## src/rtl/sertx_pkg.sv

```systemverilog
package sertx_pkg;
    localparam int WORD_W     = 10;
    localparam int NARROW_W   = 8;
    localparam int CTRL_W     = 8;
    localparam int WCLK_HIGH  = 4;
    localparam int CNT_W      = $clog2(WORD_W);
    localparam int DIV_W      = 2;

    localparam int EN_BIT     = 0;
    localparam int WIDTH_LSB  = 2;
    localparam int RATE_LSB   = 5;
    localparam int INV_BIT    = 7;

    localparam logic [2:0] WSEL_TEN   = 3'b000;
    localparam logic [2:0] WSEL_EIGHT = 3'b001;
    localparam logic [1:0] RATE_BAD   = 2'b11;

    typedef struct packed {
        logic       en;
        logic [2:0] width;
        logic [1:0] rate;
        logic       inv;
    } lane_cfg_t;

    typedef struct packed {
        logic              run;
        logic              wide;
        logic [1:0]        rate;
        logic              inv;
        logic [CNT_W-1:0]  bitc;
        logic [WORD_W-1:0] shreg;
        logic              ser;
        logic              wclk;
    } lane_st_t;

    function automatic lane_cfg_t cfg_decode(input logic [CTRL_W-1:0] c);
        lane_cfg_t r;
        r.en    = c[EN_BIT];
        r.width = c[WIDTH_LSB +: 3];
        r.rate  = c[RATE_LSB +: 2];
        r.inv   = c[INV_BIT];
        return r;
    endfunction

    function automatic logic cfg_usable(input lane_cfg_t c);
        return c.en && (c.width == WSEL_TEN || c.width == WSEL_EIGHT)
               && (c.rate != RATE_BAD);
    endfunction

    // Terminal count of the slot divider: slot lasts lim+1 cycles.
    function automatic logic [DIV_W-1:0] slot_lim(input logic [1:0] rate);
        case (rate)
            2'b00:   return 2'd0;
            2'b01:   return 2'd1;
            default: return 2'd3;
        endcase
    endfunction
endpackage

```

## src/rtl/sertx_slot_div.sv

```systemverilog
module sertx_slot_div
    import sertx_pkg::*;
(
    input  logic       clk,
    input  logic       rst_n,
    input  logic       run_i,
    input  logic [1:0] rate_i,
    output logic       tick_o
);
    logic [DIV_W-1:0] div_d, div_q;
    logic [DIV_W-1:0] lim;

    always_comb begin
        lim    = slot_lim(rate_i);
        tick_o = run_i && (div_q == lim);
        if (!run_i || tick_o) div_d = '0;
        else                  div_d = div_q + DIV_W'(1);
    end

    always_ff @(posedge clk or negedge rst_n) begin
        if (!rst_n) div_q <= '0;
        else        div_q <= div_d;
    end

    // divider never passes the terminal count of the running rate
    assert_div_bound_R6: assert property (@(posedge clk) disable iff (!rst_n)
        run_i |-> (div_q <= lim));
    // an idle lane leaves the divider at zero for a clean restart
    assert_div_idle_R8: assert property (@(posedge clk) disable iff (!rst_n)
        !run_i |=> (div_q == '0));
endmodule

```

## src/rtl/sertx_lane.sv

```systemverilog
module sertx_lane
    import sertx_pkg::*;
(
    input  logic              clk,
    input  logic              rst_n,
    input  logic [CTRL_W-1:0] ctrl_i,
    input  logic [WORD_W-1:0] data_i,
    input  logic              tick_i,
    output logic              run_o,
    output logic [1:0]        rate_o,
    output logic              tx_p_o,
    output logic              tx_n_o,
    output logic              wclk_o
);
    lane_st_t          st_d, st_q;
    lane_cfg_t         cfg;
    logic              ok;
    logic              boundary;
    logic [CNT_W-1:0]  last;
    logic [WORD_W-1:0] sel;

    always_comb begin
        cfg      = cfg_decode(ctrl_i);
        ok       = cfg_usable(cfg);
        last     = st_q.wide ? CNT_W'(WORD_W - 1) : CNT_W'(NARROW_W - 1);
        boundary = st_q.run && tick_i && (st_q.bitc == last);
        sel      = (cfg.width == WSEL_TEN) ? data_i
                                           : WORD_W'(data_i[WORD_W-1 -: NARROW_W]);
        st_d     = st_q;
        if (!ok) begin
            st_d = '0;
        end else if (!st_q.run || boundary) begin
            st_d.run   = 1'b1;
            st_d.wide  = (cfg.width == WSEL_TEN);
            st_d.rate  = cfg.rate;
            st_d.inv   = cfg.inv;
            st_d.bitc  = '0;
            st_d.ser   = sel[0] ^ cfg.inv;
            st_d.shreg = sel >> 1;
            st_d.wclk  = 1'b1;
        end else if (tick_i) begin
            st_d.bitc  = st_q.bitc + CNT_W'(1);
            st_d.ser   = st_q.shreg[0] ^ st_q.inv;
            st_d.shreg = st_q.shreg >> 1;
            st_d.wclk  = (st_q.bitc + CNT_W'(1)) < CNT_W'(WCLK_HIGH);
        end
    end

    always_ff @(posedge clk or negedge rst_n) begin
        if (!rst_n) st_q <= '0;
        else        st_q <= st_d;
    end

    assign run_o  = st_q.run;
    assign rate_o = st_q.rate;
    assign tx_p_o = st_q.ser;
    assign tx_n_o = st_q.run & ~st_q.ser;
    assign wclk_o = st_q.wclk;

    // an unusable control byte silences the lane on the next cycle
    assert_idle_quiet_R9: assert property (@(posedge clk) disable iff (!rst_n)
        !ok |=> (!tx_p_o && !tx_n_o && !wclk_o));
    // a lane always (re)starts at the first slot of a word
    assert_restart_word_R8: assert property (@(posedge clk) disable iff (!rst_n)
        $rose(st_q.run) |-> (st_q.wclk && st_q.bitc == '0));
    // latched settings move only at a word boundary
    assert_cfg_hold_R10: assert property (@(posedge clk) disable iff (!rst_n)
        (st_q.run && !boundary && ok) |=> $stable({st_q.wide, st_q.rate, st_q.inv}));
    // word clock rises only together with a fresh word
    assert_wclk_rise_R4: assert property (@(posedge clk) disable iff (!rst_n)
        $rose(wclk_o) |-> (st_q.bitc == '0));
endmodule

```

## src/rtl/sertx_quad.sv

```systemverilog
module sertx_quad
    import sertx_pkg::*;
#(
    parameter int NUM_LANES = 4
) (
    input  logic                          clk,
    input  logic                          rst_n,
    input  logic [NUM_LANES*CTRL_W-1:0]   lane_ctrl,
    input  logic [NUM_LANES*WORD_W-1:0]   lane_data,
    output logic [NUM_LANES-1:0]          tx_p,
    output logic [NUM_LANES-1:0]          tx_n,
    output logic [NUM_LANES-1:0]          wclk
);
    for (genvar k = 0; k < NUM_LANES; k++) begin : g_lane
        logic       run;
        logic [1:0] rate;
        logic       tick;

        sertx_slot_div u_div (
            .clk    (clk),
            .rst_n  (rst_n),
            .run_i  (run),
            .rate_i (rate),
            .tick_o (tick)
        );

        sertx_lane u_lane (
            .clk    (clk),
            .rst_n  (rst_n),
            .ctrl_i (lane_ctrl[k*CTRL_W +: CTRL_W]),
            .data_i (lane_data[k*WORD_W +: WORD_W]),
            .tick_i (tick),
            .run_o  (run),
            .rate_o (rate),
            .tx_p_o (tx_p[k]),
            .tx_n_o (tx_n[k]),
            .wclk_o (wclk[k])
        );
    end
endmodule

```

## config.mk

```make
export PLATFORM = sky130hd
export DESIGN_NAME = sertx_quad
export DESIGN_NICKNAME = d
export VERILOG_FILES = /design/src/rtl/sertx_pkg.sv /design/src/rtl/sertx_slot_div.sv /design/src/rtl/sertx_lane.sv /design/src/rtl/sertx_quad.sv
export SDC_FILE = /design/constraint.sdc
export NUM_CORES = 1
export LEC_CHECK = 0
export CAP_MARGIN = 5
export CORE_MARGIN = 1
export CORE_UTILIZATION = 54
export DETAILED_ROUTE_END_ITERATION = 8
export PLACE_DENSITY = 0.79
export SYNTH_ARGS = -nofsm -noshare
export SYNTH_HDL_FRONTEND = slang
export SYNTH_SLANG_ARGS = --single-unit
```

## constraint.sdc

```tcl
create_clock -name clk -period 2 [get_ports clk]
set_input_delay 0.3 -clock clk [delete_from_list [all_inputs] [get_ports clk]]
set_output_delay 0.3 -clock clk [all_outputs]
set_load 0.02 [all_outputs]
```

# Word level (Yosys, flattened, before mapping)
# Index checks and enable logic that the tools add are counted.
# word_totals
reg_bits	92
latchBits	0
ramBits	0
memories	0
out_inout_bits	12
mem_bits_ro	0
# op_classes
n_addsub	8
multipliers	0
n_shift	0
n_eq_ne	28
n_div	0
reduce_logical	44
n_mux	32
n_bitwise	16
n_lt_le_gt_ge	4
# ops
cell	count
2-to-1 mux 16 bit	8
2-to-1 mux 21 bit	4
2-to-1 mux 10 bit	4
logical AND 1 bit	20
2-to-1 mux 5 bit	4
adder 4 x 1 -> 4 bit, second input constant	4
equality test 4 bit	4
less-than comparator 4 x 3 -> 1 bit, second input constant	4
2-to-1 mux 4 bit	4
!= test 2 bit, second input constant	8
one-hot mux 2 bit (2 select lines)	4
equality test 3 x 1 -> 1 bit, second input constant	4
zero test 3 bit	4
logical OR 1 bit	12
!= test 3 x 2 -> 1 bit, second input constant	4
adder 2 x 1 -> 2 bit, second input constant	4
equality test 2 x 1 -> 1 bit, second input constant	4
equality test 2 bit	4
zero test 2 bit	4
2-to-1 mux 2 bit	4
bitwise XOR 1 bit	8
bitwise AND 1 bit	4
zero test 1 bit	4
NOT 1 bit	4

# Depth between registers and ports, before layout
# Gate-level depths: netlist of the first run.
# logic_depth
word_depth	9
mapped_depth	7
ltp_nobuf	5

# Cells and area by module
# Synthesis of the first run repeated with hierarchy kept, for this count alone.
# unflattened
hier_cells	552
area_unflattened_um2	5490.3
# by_module_without_submodules
module	cells_per_inst	area_per_inst_um2	instances	seq_area_each_um2
sertx_lane	125	1255.0	4	500.5
sertx_slot_div	13	117.6	4	50.0

# Least setup slack after synthesis of the first run
# No wires, ideal clock.
# synth_path
path_type	register to register
from	register g_lane[0].u_div.div_q[0]
to	register g_lane[0].u_lane.st_q, in the netlist g_lane[0].u_lane.rate_o[0]
n_path_buf	0
setup_slack_ns	0.485
path_stages_with_launch	6
arrival_ns	1.384
synth_period_minus_slack_ns	1.515
t_required_ns	1.869
setup_ns	0.131
path_cell_list	dfrtp_1 -> xor2_1 -> o311a_2 -> a21oi_4 -> mux2i_1 -> nor2_1
# synth_via
elab_chain_cells	6
# synth_rtl
item	line_no	source
start, declared	sertx_slot_div.sv:10	logic [DIV_W-1:0] div_d, div_q;
start signal, assigned	sertx_slot_div.sv:22	else div_q <= div_d;
equality test 2 bit	sertx_slot_div.sv:15	tick_o = run_i && (div_q == lim);
logical AND 1 bit	sertx_slot_div.sv:15	
logical AND 1 bit (2 in a row)	sertx_lane.sv:26	boundary = st_q.run && tick_i && (st_q.bitc == last);
logical OR 1 bit	sertx_lane.sv:32	end else if (!st_q.run || boundary) begin
!= test 2 bit (no source line)	--	
end signal, assigned	sertx_lane.sv:51	else st_q <= st_d;
end, declared	sertx_lane.sv:15	lane_st_t st_d, st_q;
# No other way between the ends.
# A chain may end at the register's enable or synchronous reset.

# Final worst setup path of the first run
# layout_path
from	register g_lane[2].u_lane.st_q, in the netlist g_lane[2].u_lane.run_o
to	output tx_n[2]
# layout_via
elab_chain_cells	1
# layout_rtl
item	line_no	source
start, declared	sertx_lane.sv:15	
start signal, assigned	sertx_lane.sv:51	
bitwise AND 1 bit	sertx_lane.sv:57	assign tx_n_o = st_q.run & ~st_q.ser;
end, declared	sertx_quad.sv:11	output logic [NUM_LANES-1:0] tx_n,
# No other way between the ends.

==> summary.md, run 1 <==
| Metric | Value |
|---|---|
| Clock sink count | `between 80 and 90` |
| Startpoint kind of the worst setup timing path | `register` |
| Fmax achieved | `0.521 GHz` |
| Total leakage power | `~2.7 nW` |
| Die outline area | `10,100 sq um` |
| Total nets after synthesis | `between 600 and 700` |
| Core Region | `a little over 9000 sq um` |
| CP required | `about 1.7 ns` |
| Drc violations | `0` |
| Count of vias placed by the detailed router | `approximately 4,400` |
| Total of warnings raised by yosys | `0` |
| Fraction of synthesis flops using an asynchronous set or reset pin | `100%` |
| Horizontal extent of the die | `between 100 and 150 um` |
| Outcome | `finished, final reports clean` |
| Buffering stage count on the worst path with inverters included | `2` |
| Number of nets in the layout | `691` |
| Total of flip-flops plus latches after synthesis | `88` |
| Power density over the cells | `around 540 nW/um^2` |
| HPWL reported at the end of detailed placement | `8000 um` |
| Post-placement setup slack | `0.105 ns` |
| Cell taking the most area after synthesis | `sky130_fd_sc_hd__dfrtp_1` |
| Tightest Pin Transition | `0.480 ns` |
| Setup TNS | `0 ns` |
| Main area contributors after synthesis | `sky130_fd_sc_hd__dfrtp_1 (42%), sky130_fd_sc_hd__nand3_1 (7.2%), sky130_fd_sc_hd__nand4_1 (6.8%)` |
| Final worst path period need | `1.92 ns` |
| Sequential group share of total power | `53.1%` |
| Top cell family by delay on the critical path | `buffers and inverters` |
| First-pass GRT wire length | `19,800 um` |
| Slowest CP cell | `sky130_fd_sc_hd__clkdlybuf4s50_1` |
| Cell area after synthesis | `5240 sq um` |
| Post-layout worst setup margin | `0.0809 ns` |
| Portion of the post-synthesis area used by sequential elements | `a little over two fifths` |
| Source-to-sink clock delay at the later pin of the worst-skew pair | `0.36 ns` |
| Fraction of the cycle the final worst path needs | `a little over nine tenths` |
| Switching power share of the total | `between 20% and 30%` |
| Final Hold Fails | `0` |
| Largest fanout on the critical path | `6` |
| Tightest Hold Check Type | `primary input to asynchronous set/reset pin` |
| Final estimated routing congestion in global placement | `roughly 0.8` |
| Vias in the first global route | `4,286` |
| Effective utilization at floorplan | `56.1%` |
| Switching power | `~910 uW` |
| Total I/O pin count | `86` |
| Critical setup path kind | `register to output pin` |
| Area share of the leading cell type in the synthesized netlist | `a little over two fifths` |
| Peak supply drop | `around 0.39 mV` |
| Root Buffer | `sky130_fd_sc_hd__clkbuf_8` |
| Max-Cap Viols | `0` |
| Die H | `around 100 um` |
| Initial drt markers | `approximately 160` |
| Routed wire per std cell | `~15 um` |
| Worst Skew | `0.0127 ns` |
| Drt pass-1 iters | `4` |
| Setup violations, final | `0` |
| Number of levels the H-tree was split into | `3` |
| Number of input and output port buffers inserted | `81` |
| Setup repair after global routing missed its margin | `false` |
| Clk network pwr share | `33.1%` |
| Cell chain of the critical path | `inv_1 -> nor2_1 -> clkdlybuf4s50_1` |
| Critical Path Max Stage Delay | `approximately 0.6 ns` |
| Area growth from synthesis to layout | `21.6%` |
| Clock buffers created by TritonCTS | `9` |
| Total routed wirelength | `11,500 um` |
| Max Transition Viols Final | `0` |
| Layout cells sized above 1 | `around 17%` |
| Crit. End Element | `output pin` |
| Remaining Overflow, GRT | `0` |
| Site row count | `35` |
| Largest net degree at the start of global routing | `37` |
| Internal cell power | `roughly 2.6 mW` |
| Clock slew at the register clock pins of the worst setup and hold paths | `around 0.090 ns` |
| Drt via density | `roughly 6` |
| Count of flip-flops with a built-in enable after synthesis | `0` |
| Overall routing resource usage | `approximately 24%` |
| Mean Syn Cell Area | `roughly 9.8 sq um` |
| Count of cell types in the netlist | `51` |
| Gate count of the mapped netlist | `about 540` |
| Comb pwr share | `between 10% and 20%` |
| Filler Cells Inserted | `about 740` |
| Post-detailed-route count of antenna-violating nets | `0` |
| Clk buf depth | `2` |
| Data arrival time of the worst path | `~1.6 ns` |
| TritonCTS clock tree | `yes` |
| Antenna violations before repair | `0` |
| Predominant post-synthesis flop cell | `sky130_fd_sc_hd__dfrtp_1` |
| Total inserted antenna cells | `0` |
| Slew headroom | `slightly below 70%` |
[metal layers]
layer / up-vias / wire length, um / global-route usage, %
met1: 2161 / 5130 / 31.2
met4: 0 / 123 / 6.24
met2: 116 / 5760 / 42.9
met3: 11 / 437 / 4.44
met5: - / 0 / 0
li1: 2153 / - / -
[synthesized netlist by cell type (2+ instances only)]
master                     instances
sky130_fd_sc_hd__o21ai_2           2
sky130_fd_sc_hd__o21ai_0          12
sky130_fd_sc_hd__nand4_1          57
sky130_fd_sc_hd__buf_6             4
sky130_fd_sc_hd__nand3b_1          5
sky130_fd_sc_hd__clkinv_1          4
sky130_fd_sc_hd__o311ai_2          3
sky130_fd_sc_hd__nor3_1            6
sky130_fd_sc_hd__mux2i_1          16
sky130_fd_sc_hd__and2_4            2
sky130_fd_sc_hd__clkbuf_1         10
sky130_fd_sc_hd__a211oi_1          2
sky130_fd_sc_hd__nand4b_1          8
sky130_fd_sc_hd__or3_1             2
sky130_fd_sc_hd__o21a_1            2
sky130_fd_sc_hd__nand3_2           2
sky130_fd_sc_hd__buf_4            15
sky130_fd_sc_hd__a31oi_1           9
sky130_fd_sc_hd__ha_1              4
sky130_fd_sc_hd__xnor2_1           8
sky130_fd_sc_hd__mux2_2           28
sky130_fd_sc_hd__dfrtp_1          88
sky130_fd_sc_hd__nor2_1           33
sky130_fd_sc_hd__o21ai_4           2
sky130_fd_sc_hd__nand2_1          46
sky130_fd_sc_hd__a311oi_1          5
sky130_fd_sc_hd__buf_2            14
sky130_fd_sc_hd__and4bb_2          2
sky130_fd_sc_hd__o21ai_1           5
sky130_fd_sc_hd__and4bb_1          5
sky130_fd_sc_hd__a21oi_1          18
sky130_fd_sc_hd__a22oi_1           2
sky130_fd_sc_hd__o311a_2           3
sky130_fd_sc_hd__a21oi_4           4
sky130_fd_sc_hd__inv_1             3
sky130_fd_sc_hd__xor2_1           12
sky130_fd_sc_hd__nor3_4            4
sky130_fd_sc_hd__nand3_1          75
sky130_fd_sc_hd__nor2b_1           2
sky130_fd_sc_hd__a32o_1            2
[stage by stage]
| step | hold slack (ns) | util, % | cell area [sq um] | std cells | total power, mW |
|---|---|---|---|---|---|
| floorplan | 0.00441 | - | 5240 | 537 | 2.09 |
| global placement | 0.290 | 65.9 | 6150 | 728 | 2.33 |
| detailed placement | 0.290 | 65.9 | 6150 | 728 | 2.34 |
| CTS | 0.444 | 68.0 | 6350 | 745 | 3.48 |
| global route | 0.464 | 68.2 | 6360 | 747 | 3.60 |
| finish | 0.438 | 68.2 | 6360 | 747 | 3.46 |
[state kept, by name, indices dropped and copies added (netlist names)]
signal / count
g_lane.u_lane.st_q: 60
g_lane.u_lane.rate_o: 8
g_lane.u_lane.run_o: 4
g_lane.u_div.div_q: 8
g_lane.u_lane.wclk_o: 4
g_lane.u_lane.tx_p_o: 4
[power groups by stage]
stage / Sequential [mW] / Clock (mW) / Combinational (mW)
after floorplan: 1.86 / 0 / 0.225
after global placement: 1.87 / 0 / 0.464
after detailed placement: 1.87 / 0 / 0.472
after CTS: 1.84 / 1.17 / 0.476
after global routing: 1.84 / 1.24 / 0.522
final: 1.84 / 1.15 / 0.476
[worst paths after layout]
kind                                                       from                                endpoint  slack (ns)  cells past startpoint
hold reg to reg            g_lane[2].u_lane.st_q[8]$_DFFE_PN0P_    g_lane[2].u_lane.st_q[8]$_DFFE_PN0P_        0.52                      2
setup reg to reg             g_lane[1].u_div.div_q[0]$_DFF_PN0_  g_lane[1].u_lane.rate_o[0]$_DFFE_PN0P_        0.20                      5
hold / removal                                            rst_n    g_lane[2].u_lane.st_q[3]$_DFFE_PN0P_        0.44                      2
max in group asynchronous                                 rst_n      g_lane[3].u_lane.run_o$_DFFE_PN0P_        0.90                      3
setup / recovery             g_lane[2].u_lane.run_o$_DFFE_PN0P_                                 tx_n[2]        0.08                      3
min in group clk           g_lane[2].u_lane.st_q[8]$_DFFE_PN0P_    g_lane[2].u_lane.st_q[8]$_DFFE_PN0P_        0.52                      2
[cell usage in the layout, fill, tap and decap left out, types with 3 or more instances in the layout]
master                            synthesis  layout
sky130_fd_sc_hd__nand3b_1                 5       5
sky130_fd_sc_hd__dfrtp_2                  0       4
sky130_fd_sc_hd__nor2_1                  33      33
sky130_fd_sc_hd__mux2_2                  28      28
sky130_fd_sc_hd__o311ai_2                 3       3
sky130_fd_sc_hd__nand4b_1                 8       8
sky130_fd_sc_hd__a311oi_1                 5       5
sky130_fd_sc_hd__a21oi_4                  4       4
sky130_fd_sc_hd__ha_1                     4       4
sky130_fd_sc_hd__and4bb_1                 5       5
sky130_fd_sc_hd__a21oi_1                 18      18
sky130_fd_sc_hd__nor3_4                   4       4
sky130_fd_sc_hd__nor3_1                   6       6
sky130_fd_sc_hd__nand4_1                 57      57
sky130_fd_sc_hd__o21ai_1                  5       5
sky130_fd_sc_hd__mux2i_1                 16      16
sky130_fd_sc_hd__xor2_1                  12      12
sky130_fd_sc_hd__a31oi_1                  9       9
sky130_fd_sc_hd__nand2_1                 46      46
sky130_fd_sc_hd__clkinv_1                 4       4
sky130_fd_sc_hd__clkinvlp_4               0       3
sky130_fd_sc_hd__xnor2_1                  8       8
sky130_fd_sc_hd__o311a_2                  3       3
sky130_fd_sc_hd__dfrtp_1                 88      84
sky130_fd_sc_hd__o21ai_0                 12      12
sky130_fd_sc_hd__nand3_1                 75      75
sky130_fd_sc_hd__inv_1                    3       3
sky130_fd_sc_hd__clkbuf_8                 0      10
sky130_fd_sc_hd__clkdlybuf4s50_1          0      79
sky130_fd_sc_hd__buf_4                   15      26
[cells by family after synthesis]
| logic type | share of synthesized area [%] |
|---|---|
| AOI/OAI and AO/OA | 11.7 |
| and+or+nand+nor | 27.3 |
| xor gates and xnor gates | 3.35 |
| buffers and inverters | 5.64 |
| adders and majority gates | 0.956 |
| DFF | 42.1 |
| muxes | 9.08 |
[timing repair]
action,in CTS,in global routing
buffers inserted,0,2
hold endpoints to repair,34,0
setup endpoints to repair,3,3
hold buffers,1,0
gates resized for setup,3,2
[layout make-up]
class / instances / area, sq um / area share, %
clock inverter: 6 / 45.0 / 0.708
clock buffer: 10 / 138 / 2.16
inverter: 7 / 26.3 / 0.413
timing repair buffer: 109 / 1050 / 16.5
multi-input combinational: 398 / 2740 / 43.0
tap: 129 / 161 / 2.54
sequential: 88 / 2210 / 34.7
No activity file was read; power rests on OpenSTA's default activity.
==> run 2, diff against run 1 <==
--- a/config.mk
+++ b/config.mk
@@ -8,7 +8,9 @@
 export CAP_MARGIN = 5
 export CORE_MARGIN = 1
 export CORE_UTILIZATION = 54
+export CTS_CLUSTER_SIZE = 14
 export DETAILED_ROUTE_END_ITERATION = 8
+export GPL_TIMING_DRIVEN = 0
 export PLACE_DENSITY = 0.79
 export SYNTH_ARGS = -nofsm -noshare
 export SYNTH_HDL_FRONTEND = slang
==> constraint.sdc (replaced) <==
create_clock -name clk -period 1.8 [get_ports clk]
set_input_delay 0.27 -clock clk [delete_from_list [all_inputs] [get_ports clk]]
set_output_delay 0.27 -clock clk [all_outputs]
set_load 0.02 [all_outputs]
==> summary.md, run 2 (synthesized netlist as in run 1, its figures left out) <==
| Metric | Value |
|---|---|
| Tightest Pin Transition | `0.498 ns` |
| Tightest Hold Check Type | `primary input to asynchronous set/reset pin` |
| Total routed wirelength | `about 12,000 um` |
| Horizontal extent of the die | `about 100 um` |
| Slew headroom | `between 60% and 70%` |
| Die outline area | `10,100 sq um` |
| Drt pass-1 iters | `5` |
| Post-layout worst setup margin | `0.0813 ns` |
| Clock buffers created by TritonCTS | `9` |
| Startpoint kind of the worst setup timing path | `register` |
| Critical setup path kind | `register to output pin` |
| Fmax achieved | `between 0.5 and 0.6 GHz` |
| Overall routing resource usage | `roughly 26%` |
| Clk buf depth | `2` |
| Outcome | `finished, final reports clean` |
| Post-placement setup slack | `-0.335 ns` |
| Leading cell types in the layout, fill and taps excluded | `sky130_fd_sc_hd__dfrtp_1 (84), sky130_fd_sc_hd__clkdlybuf4s50_1 (76), sky130_fd_sc_hd__nand3_1 (74)` |
| Total leakage power | `between 2 and 3 nW` |
| Number of non-filler instances in the completed layout | `771` |
| Total inserted antenna cells | `0` |
| Setup repair after global routing missed its margin | `false` |
| Power density over the cells | `between 500 and 600 nW/um^2` |
| Source-to-sink clock delay at the later pin of the worst-skew pair | `~0.35 ns` |
| Final Util | `between 60% and 70%` |
| Area growth from synthesis to layout | `24.4%` |
| Remaining Overflow, GRT | `0` |
| Core Region | `a little over 9000 sq um` |
| Site row count | `35` |
| Data arrival time of the worst path | `~1.5 ns` |
| Crit. End Element | `output pin` |
| Finished layout cell area | `~6500 sq um` |
| Count of vias placed by the detailed router | `around 4,600` |
| Final worst path period need | `~1.7 ns` |
| Fraction of the cycle the final worst path needs | `between 90 and 100%` |
| Max-Cap Viols | `0` |
| Max Transition Viols Final | `0` |
| First-pass GRT wire length | `between 20,000 and 25,000 um` |
| Drc violations | `0` |
| Post-detailed-route count of antenna-violating nets | `0` |
| Effective utilization at floorplan | `about 56%` |
| Largest net degree at the start of global routing | `74` |
| Vias in the first global route | `around 4,400` |
| Total I/O pin count | `86` |
| Post-Place Cells | `between 700 and 800` |
| Die H | `100 um` |
| Largest reg by FF count | `g_lane.u_lane.st_q` |
| DP Area | `6230 sq um` |
| Routed wire per std cell | `approximately 16 um` |
| CP required | `1.53 ns` |
| Number of nets in the layout | `just over 700` |
| Largest fanout on the critical path | `3` |
| Setup violations, final | `0` |
| Final Hold Fails | `0` |
| Number of input and output port buffers inserted | `slightly above 80` |
| Antenna violations before repair | `0` |
| Final estimated routing congestion in global placement | `between 0.8 and 0.9` |
| Clock slew at the register clock pins of the worst setup and hold paths | `0.09 ns` |
| Root Buffer | `sky130_fd_sc_hd__clkbuf_8` |
| Initial drt markers | `between 150 and 200` |
| Commonest non-fill, non-tap cell in the layout | `sky130_fd_sc_hd__dfrtp_1` |
| Clock sink count | `88` |
| Layout cells sized above 1 | `between 15 and 20%` |
| Worst Skew | `around 0.0096 ns` |
| TritonCTS clock tree | `yes` |
| Peak supply drop | `0.343 mV` |
| Drt via density | `about 6.0` |
| Max FFs per register | `60` |
| Number of levels the H-tree was split into | `3` |
| HPWL reported at the end of detailed placement | `8800 um` |
==> run 2: cell count changes in the layout (fill, tap and decap cells not counted), sizes merged, moves of 3 or more <==
cell / before / now
buf: 28 / 45
clkbuf: 10 / 21
clkinv: 7 / 2
clkdlybuf4s50: 79 / 76
dlygate4sd2: 0 / 3
==> run 2: power by group <==
part / total, mW / switching, mW / internal (mW)
clock: 1.31 / 0.686 / 0.629
sequential: 2.04 / 0.0300 / 2.01
combinational: 0.551 / 0.259 / 0.292
total: 3.91 / 0.975 / 2.93
==> run 2: metrics by stage <==
stage	hold slack, ns	setup TNS (ns)	power [mW]
4_1_cts	0.308	0	3.93
3_5_place_dp	0.152	-6.85	2.62
5_1_grt	0.321	0	4.06
6_report	0.309	0	3.91
2_1_floorplan	-0.0256	0	2.32
3_3_place_gp	0.494	-242.86	2.60
==> run 2: repair_timing <==
item / in CTS / in global routing
endpoints found under the hold margin: 15 / 0
resized for setup: 9 / 10
setup endpoints to repair: 10 / 43
pin swaps: 0 / 1
setup buffers: 1 / 8
hold buffers: 1 / 0
==> run 2: path summary, 6_finish.rpt <==
kind | start | to | slack [ns] | cells after the start
worst max-delay path | g_lane[1].u_lane.tx_p_o$_DFFE_PN0P_ | tx_p[1] | 0.08 | 2
worst max register to register | g_lane[1].u_div.div_q[0]$_DFF_PN0_ | g_lane[1].u_lane.rate_o[0]$_DFFE_PN0P_ | 0.11 | 5
worst min register to register | g_lane[1].u_div.div_q[0]$_DFF_PN0_ | g_lane[1].u_div.div_q[0]$_DFF_PN0_ | 0.52 | 1
worst min-delay path | rst_n | g_lane[2].u_lane.st_q[5]$_DFFE_PN0P_ | 0.31 | 2
min in group clk | g_lane[1].u_div.div_q[0]$_DFF_PN0_ | g_lane[1].u_div.div_q[0]$_DFF_PN0_ | 0.52 | 1
max in group asynchronous | rst_n | g_lane[0].u_lane.run_o$_DFFE_PN0P_ | 0.85 | 3
==> run 2: layout make-up <==
cell class	count	area (sq um)
buffer	43	270
clock buffer	11	131
clock inverter	3	45.0
fill	761	2810
inverter	7	30.0
multi-input combinational	398	2760
sequential	88	2210
tap	129	161
timing repair buffer	92	907
==> run 2: layer usage <==
layer  routed length [um]  global-route usage, %
met2                 6170                   42.9
met5                    0                      0
met3                  484                   4.37
met4                  180                   8.03
met1                 5440                   34.0
==> run 2: worst max-delay path: stages, from the launching register on <==
cell and delay, ns:
sky130_fd_sc_hd__dfrtp_1 0.39, sky130_fd_sc_hd__buf_4 0.12, sky130_fd_sc_hd__clkdlybuf4s50_1 0.58
==> run 3, diff against run 2 <==
--- a/config.mk
+++ b/config.mk
@@ -5,12 +5,14 @@
 export SDC_FILE = /design/constraint.sdc
 export NUM_CORES = 1
 export LEC_CHECK = 0
+export ABC_CLOCK_PERIOD_IN_PS = 1800
 export CAP_MARGIN = 5
 export CORE_MARGIN = 1
 export CORE_UTILIZATION = 54
 export CTS_CLUSTER_SIZE = 14
 export DETAILED_ROUTE_END_ITERATION = 8
 export GPL_TIMING_DRIVEN = 0
+export HOLD_SLACK_MARGIN = 0.12
 export PLACE_DENSITY = 0.79
 export SYNTH_ARGS = -nofsm -noshare
 export SYNTH_HDL_FRONTEND = slang
==> constraint.sdc (replaced) <==
create_clock -name clk -period 1.8 [get_ports clk]
set_input_delay 0.36 -clock clk [delete_from_list [all_inputs] [get_ports clk]]
set_output_delay 0.36 -clock clk [all_outputs]
set_load 0.02 [all_outputs]
==> summary.md, run 3 (synthesized netlist as in run 1, its figures left out) <==
| Metric | Value |
|---|---|
| Met3 Wirelength | `roughly 590 um` |
| Critical setup path kind | `register to output pin` |
| Overall routing resource usage | `25.7%` |
| Final worst path period need | `approximately 1.7 ns` |
| Post-Route Hold Slack | `between 0.3 and 0.4 ns` |
| Post-placement setup slack | `-0.425 ns` |
| Final estimated routing congestion in global placement | `0.837` |
| Clock sink count | `88` |
| Post-layout worst setup margin | `approximately 0.061 ns` |
| Number of levels the H-tree was split into | `3` |
| Clock slew at the register clock pins of the worst setup and hold paths | `~0.090 ns` |
| Routed wire per std cell | `around 16 um` |
| Number of input and output port buffers inserted | `81` |
| Clock buffers created by TritonCTS | `9` |
| Total inserted antenna cells | `0` |
| Largest reg by FF count | `g_lane.u_lane.st_q` |
| Root Buffer | `sky130_fd_sc_hd__clkbuf_8` |
| Max Transition Viols Final | `0` |
| Antenna violations before repair | `0` |
| Total routed wirelength | `12,300 um` |
| Startpoint kind of the worst setup timing path | `register` |
| Outcome | `finished, final reports clean` |
| Layout cells sized above 1 | `about a fifth` |
| HPWL reported at the end of detailed placement | `8800 um` |
| Topmost layer with routed signal wires | `met4` |
| Final Hold Fails | `0` |
| Largest net degree at the start of global routing | `74` |
| Total I/O pin count | `86` |
| Area growth from synthesis to layout | `25.6%` |
| Horizontal extent of the die | `between 100 and 150 um` |
| Die outline area | `10,100 sq um` |
| Initial drt markers | `roughly 190` |
| Sequential cell area | `approximately 2200 sq um` |
| Commonest non-fill, non-tap cell in the layout | `sky130_fd_sc_hd__dfrtp_1` |
| Finished layout cell area | `approximately 6600 sq um` |
| Core Region | `9330 sq um` |
| CP required | `~1.4 ns` |
| Leading cell types in the layout, fill and taps excluded | `sky130_fd_sc_hd__dfrtp_1 (84), sky130_fd_sc_hd__nand3_1 (74), sky130_fd_sc_hd__clkdlybuf4s50_1 (68)` |
| Filler Cells Inserted | `around 750` |
| Fmax achieved | `0.575 GHz` |
| Setup violations, final | `0` |
| Drt via density | `between 5 and 6` |
| Largest fanout on the critical path | `3` |
| Max FFs per register | `60` |
| First-pass GRT wire length | `approximately 21,000 um` |
| Post-detailed-route count of antenna-violating nets | `0` |
| Worst setup slack for register-to-register paths | `roughly 0.11 ns` |
| Drc violations | `0` |
| TritonCTS clock tree | `yes` |
| Peak supply drop | `about 0.34 mV` |
| Metal1 wirelength | `around 5400 um` |
| Setup TNS | `0 ns` |
| Clk buf depth | `2` |
| Length of routed met2 wiring | `~6200 um` |
| Fraction of the cycle the final worst path needs | `96.6%` |
| Source-to-sink clock delay at the later pin of the worst-skew pair | `0.36 ns` |
| Vias in the first global route | `4,451` |
| Count of vias placed by the detailed router | `roughly 4,600` |
| Die H | `~100 um` |
| DP Area | `~6200 sq um` |
| Site row count | `35` |
| Tightest Hold Check Type | `primary input to asynchronous set/reset pin` |
| Power density over the cells | `595 nW/um^2` |
| Max-Cap Viols | `0` |
| Worst Skew | `between 0.01 and 0.015 ns` |
| Slew headroom | `68.2%` |
| Drt pass-1 iters | `5` |
| Tightest Pin Transition | `around 0.48 ns` |
| Effective utilization at floorplan | `56.1%` |
| Total leakage power | `2.91 nW` |
| Remaining Overflow, GRT | `0` |
| Crit. End Element | `output pin` |
| Number of nets in the layout | `between 700 and 800` |
| Area of the multi-input gates | `~2800 sq um` |
| Data arrival time of the worst path | `~1.4 ns` |
==> run 3: cell types whose count changed in the layout (fill, tap and decap cells not counted), sizes merged <==
cell	change
buf	+7
clkbuf	-1
clkdlybuf4s15	+1
clkdlybuf4s50	-8
clkinv	+1
dlygate4sd2	+4
dlymetal6s2s	+4
inv	-1
==> run 3: critical path: stages (launching register included) <==
cell and delay (ns):
sky130_fd_sc_hd__dfrtp_2 0.42, sky130_fd_sc_hd__inv_1 0.12, sky130_fd_sc_hd__nor2_1 0.06, sky130_fd_sc_hd__buf_4 0.12
sky130_fd_sc_hd__dlygate4sd2_1 0.31
==> run 3: per-layer routing <==
metal	track usage, %	vias to the layer above
li1	-	2219
met1	33.9	2266
met2	43.3	146
met3	4.65	17
met4	8.03	0
met5	0	-
==> run 3: area by class of cell <==
type                    instances  share of cell area (%)
clock inverters                 3                   0.685
well taps                     129                    2.45
repair buffers                 99                    14.7
clock buffers                  11                    2.00
multi-input cells             398                    42.0
plain buffers                  43                    4.11
inverters                       7                   0.476
flip-flops and latches         88                    33.6
==> run 3: timing repair <==
action | in CTS | in global routing
pin swaps | 0 | 3
hold buffers | 1 | 0
setup buffers | 3 | 13
endpoints found under the hold margin | 15 | 0
resized for setup | 16 | 13
endpoints found under the setup margin | 22 | 46
==> run 3: worst paths after layout <==
path                                                     endpoint                          startpoint  cells after the start
max                                                       tx_n[2]  g_lane[2].u_lane.run_o$_DFFE_PN0P_                      4
min                          g_lane[2].u_lane.st_q[5]$_DFFE_PN0P_                               rst_n                      2
max reg2reg                g_lane[2].u_lane.rate_o[1]$_DFFE_PN0P_  g_lane[2].u_div.div_q[0]$_DFF_PN0_                      5
min reg2reg                    g_lane[1].u_div.div_q[0]$_DFF_PN0_  g_lane[1].u_div.div_q[0]$_DFF_PN0_                      1
max in group asynchronous      g_lane[0].u_lane.run_o$_DFFE_PN0P_                               rst_n                      3
min in group clk               g_lane[1].u_div.div_q[0]$_DFF_PN0_  g_lane[1].u_div.div_q[0]$_DFF_PN0_                      1
==> run 3: stage by stage <==
stage	cells	utilization [%]	power (mW)
5_1_grt	778	70.5	4.07
3_5_place_dp	748	66.8	2.62
3_3_place_gp	747	66.6	2.60
2_1_floorplan	537	-	2.32
4_1_cts	765	69.0	3.93
6_report	778	70.5	3.91
==> run 3: power breakdown <==
part	switching (mW)	leakage (nW)	internal (mW)	total [mW]
sequential	0.0275	1.21	2.01	2.04
clock	0.688	0.0815	0.629	1.32
combinational	0.263	1.61	0.296	0.560
